## config.mk

```make
export PLATFORM = sky130hd
export DESIGN_NAME = ins_policy_ctl
export DESIGN_NICKNAME = d
export VERILOG_FILES = /design/src/rtl/ins_policy_ctl.sv
export SDC_FILE = /design/constraint.sdc
export NUM_CORES = 1
export LEC_CHECK = 0
export BUFFER_PORTS_ARGS = -buffer_cell sky130_fd_sc_hd__buf_2
export CORE_MARGIN = 1
export CORE_UTILIZATION = 25
export DETAILED_ROUTE_END_ITERATION = 7
export PLACE_DENSITY = 0.51
export SYNTH_ARGS = -nofsm -noshare
export SYNTH_HDL_FRONTEND = slang
export SYNTH_SLANG_ARGS = --single-unit
```

## constraint.sdc

```tcl
create_clock -name clk -period 5.5 [get_ports clk]
set_input_delay 1.65 -clock clk [delete_from_list [all_inputs] [get_ports clk]]
set_output_delay 1.65 -clock clk [all_outputs]
set_load 0.03 [all_outputs]
```

## src/rtl/ins_policy_ctl.sv

```systemverilog
module ins_policy_ctl #(
  parameter int SET_BITS    = 10,
  parameter int SAMPLE_BITS = 5,
  parameter int PSEL_BITS   = 10,
  parameter int THR_BITS    = 5
) (
  input  logic                clk,
  input  logic                rst_n,
  input  logic                fill_valid,
  input  logic [SET_BITS-1:0] fill_set,
  output logic                insert_mru,
  output logic                bimodal_sel
);
  localparam logic [15:0]          RNG_SEED  = 16'hACE1;
  localparam logic [PSEL_BITS-1:0] PSEL_MAX  = '1;
  localparam logic [PSEL_BITS-1:0] PSEL_INIT = {1'b0, {(PSEL_BITS-1){1'b1}}};

  logic [PSEL_BITS-1:0]   psel;
  logic [15:0]            rng;
  logic [SAMPLE_BITS-1:0] idx_hi, idx_lo;
  logic                   lead_conv, lead_bim, draw_mru, use_bim;

  assign idx_hi    = fill_set[SET_BITS-1 -: SAMPLE_BITS];
  assign idx_lo    = fill_set[SAMPLE_BITS-1:0];
  assign lead_conv = (idx_hi == idx_lo);
  assign lead_bim  = (idx_hi == ~idx_lo);
  assign draw_mru  = (rng[THR_BITS-1:0] == '0);
  assign use_bim   = lead_bim | (~lead_conv & bimodal_sel);

  assign bimodal_sel = psel[PSEL_BITS-1];
  assign insert_mru  = fill_valid & (use_bim ? draw_mru : 1'b1);

  always_ff @(posedge clk) begin
    if (!rst_n) begin
      rng <= RNG_SEED;
    end else begin
      rng <= {rng[14:0], rng[15] ^ rng[13] ^ rng[12] ^ rng[10]};
    end
  end

  always_ff @(posedge clk) begin
    if (!rst_n) begin
      psel <= PSEL_INIT;
    end else if (fill_valid && lead_conv && psel != PSEL_MAX) begin
      psel <= psel + 1'b1;
    end else if (fill_valid && lead_bim && psel != '0) begin
      psel <= psel - 1'b1;
    end
  end
endmodule

```

==> results.sh <==
export IMPL_synth_cells=140
export IMPL_p_leak_nw=0.688
export IMPL_fin_nets=178
export IMPL_grt_overflow_total=0
export IMPL_critPathCaptureType="output pin"
export IMPL_post_cts_buffers=0
export IMPL_ys_flop_type="dfxtp_1"
export IMPL_path_clk_slew_ps=90
export IMPL_grt_pass1_wl_um=4460
export IMPL_antenna_found_initial=0
export IMPL_cp_start_kind="primary input"
export IMPL_worstHoldStart="rng[14]"
export IMPL_max_cap_violations=0
export IMPL_area_growth_pct=14.6
export IMPL_worstPathCellList="buf_2 -> xnor2_1 -> nor4_1 -> o22ai_1 -> o21a_1 -> buf_2"
export IMPL_start_util_pct=26.5
export IMPL_synth_area_um2=1390
export IMPL_dp_hpwl_um=1780
export IMPL_grt_pass1_vias=994
export IMPL_synth_warnings=0
export IMPL_critPathSlowestCell="nor4_1"
export IMPL_yosysTopAreaCell="dfxtp_1"
export IMPL_placement_io_buffers=14
export IMPL_grt_max_degree=28
export IMPL_worstReg2RegStart="psel[9]"
export IMPL_synth_top_area_share_pct=37.4
export IMPL_drv_slew=0
export IMPL_top_layer="met4"
export IMPL_synth_seq_cells=26
export IMPL_numCtsBuffers=3
export IMPL_crit_path_max_fanout=2
export IMPL_worst_slew_pin_slew_ps=500
export IMPL_wl_met3_um=75
export IMPL_cts_sinks=26
export IMPL_r2r_cells=11
export IMPL_status="completed"
export IMPL_die_h_um=76.6
export IMPL_rows=26
export IMPL_wl_um=2450
export IMPL_ant_nets=0
export IMPL_yosys_top_cells_count="dfxtp_1, nand2_1, nand2b_1"
export IMPL_p_per_area_nw_per_um2=263
export IMPL_routed_wl_met2_um=1120
export IMPL_die_area_um2=5860
export IMPL_worstReg2RegEnd="psel[9]"
export IMPL_netlist_top_cells_area="dfxtp_1, ha_1, nand2b_1, o211ai_2, xor2_1"
export IMPL_ys_seq_area_share_pct=37.4
export IMPL_cts_buffer_depth=2
export IMPL_slowest_delay_ps=410
export IMPL_yosysMostFrequentCell="dfxtp_1"
export IMPL_cts_tree="built"
export IMPL_fin_ws_ps=1010
export IMPL_maxSlewHeadroom_pct=66.7
export IMPL_place_gp_congestion=0.723
export IMPL_ys_async_sr_fraction_pct=0
export IMPL_total_power_mw=0.418
export IMPL_cp_required_ps=3850
export IMPL_startpoint="fill_set[1]"
export IMPL_max_freq_ghz=0.223
export IMPL_vias=1000
export IMPL_drive_gt1_share_pct=20.6
export IMPL_period_share_pct=81.6
export IMPL_die_w_um=76.6
export IMPL_synth_nets=162
export IMPL_drc_errors=0
export IMPL_critPathKind="primary input to output pin"
export IMPL_post_route_min_period_ps=4490
export IMPL_hold_path_class="register to register"
export IMPL_skew_ps=5.50
export IMPL_syn_avg_cell_area_um2=9.93
export IMPL_synth_distinct_cells=35
export IMPL_setup_tns_ps=0
export IMPL_arrival_ps=2840
export IMPL_root_buffer="clkbuf_8"
export IMPL_synth_edf_count=0
export IMPL_drt_iter0_markers=45
export IMPL_worst_ir_drop_vdd_v=0.000160
export IMPL_ctsHoldBuffers=0
export IMPL_cp_common_cell="buf_2"
export IMPL_htree_levels=1
export IMPL_endpoint="insert_mru"
export IMPL_first_pass_iters=4
export IMPL_worstSkewPairLatency_ps=270
export IMPL_hold_violations=0
export IMPL_setup_violations=0
export IMPL_wl_per_cell_um=10.9
export IMPL_place_worst_setup_slack_ps=958
export IMPL_ctsResizeCount=0
export IMPL_viasPerCell=4.44
export IMPL_wl_met1_um=1230
export IMPL_antenna_cells=0
export IMPL_hold_slack_ps=413
export IMPL_globalRouteTotalUtil_pct=9.18
export IMPL_r2r_slack_ps=2590
export IMPL_io_pins=15
export IMPL_rsz0062_at_grt="no"
export IMPL_core_um2=5240
==> worst max-delay path, delay by kind of cell <==
| family | cells | cell delay [ps] |
|---|---|---|
| simple gates | 1 | 410 |
| compound gates | 2 | 350 |
| buf+inv | 2 | 270 |
| xor+xnor | 1 | 140 |
==> cell families (layout without fill, tap and decap cells) <==
logic type                 Yosys count  after routing  share of synthesized area (%)
AOI/OAI and AO/OA                   26             26                           14.0
xor gates and xnor gates            15             15                           11.1
adders and majority gates            9              9                           8.64
buffers and inverters                6             21                           2.70
DFF                                 26             26                           37.4
muxes                                3              3                           2.16
and+or+nand+nor                     55             55                           23.9
==> routing by layer <==
layer / global-route usage [%] / vias up
li1: - / 526
met1: 11.9 / 461
met2: 14.6 / 9
met3: 2.75 / 4
met4: 2.50 / 0
met5: 0 / -
==> sequential cells by signal (all words and copies together) (netlist names) <==
signal / count
rng: 16
psel: 10
==> per-stage QoR <==
| step | utilization, % | instances | instance area [um2] |
|---|---|---|---|
| 5_1_grt | 30.4 | 225 | 1590 |
| 2_1_floorplan | - | 140 | 1390 |
| 6_report | 30.4 | 225 | 1590 |
| 3_5_place_dp | 29.0 | 221 | 1520 |
| 3_3_place_gp | 29.0 | 221 | 1520 |
| 4_1_cts | 30.4 | 225 | 1590 |
==> cell usage in the layout (no fill, tap or decap), types with 2 or more instances in the layout <==
| cell | netlist | layout |
|---|---|---|
| nor4_1 | 3 | 3 |
| mux2i_1 | 3 | 3 |
| a31oi_1 | 2 | 2 |
| or4_1 | 2 | 2 |
| a21oi_1 | 6 | 6 |
| buf_2 | 0 | 14 |
| dfxtp_1 | 26 | 26 |
| o21ai_0 | 5 | 5 |
| xor2_1 | 7 | 7 |
| nand2b_1 | 10 | 10 |
| nand2_1 | 13 | 13 |
| nand4_1 | 2 | 2 |
| xnor2_2 | 3 | 3 |
| ha_1 | 8 | 8 |
| o21a_1 | 3 | 3 |
| clkbuf_8 | 0 | 3 |
| o211ai_2 | 5 | 5 |
| nand3_1 | 2 | 2 |
| and2_1 | 8 | 8 |
| nor2b_1 | 3 | 3 |
| nor2_1 | 3 | 3 |
| inv_1 | 3 | 3 |
| nor3_1 | 4 | 4 |
| xnor2_1 | 5 | 5 |
==> cell type report <==
class / count / area, um2
Tap cell: 70 / 87.6
Fill cell: 553 / 3640
Timing Repair Buffer: 14 / 70.1
Sequential cell: 26 / 520
Inverter: 3 / 11.3
Clock buffer: 3 / 41.3
Multi-Input combinational cell: 108 / 832
Clock inverter: 1 / 30.0
==> how the worst min path moves through the flow <==
stage | to | slack (ps) | cells past startpoint
4_1_cts | rng[10] | 420 | 1
3_5_place_dp | rng[10] | 390 | 1
5_1_grt | rng[10] | 440 | 1
3_3_place_gp | rng[10] | 390 | 1
2_1_floorplan | rng[10] | 390 | 1
6_report | rng[15] | 410 | 1
==> power by group <==
| part | internal (mW) | switching [mW] |
|---|---|---|
| registers | 0.199 | 0.00582 |
| logic | 0.0265 | 0.0311 |
| clock network | 0.0973 | 0.0588 |
(Power assumes the default switching activity.)
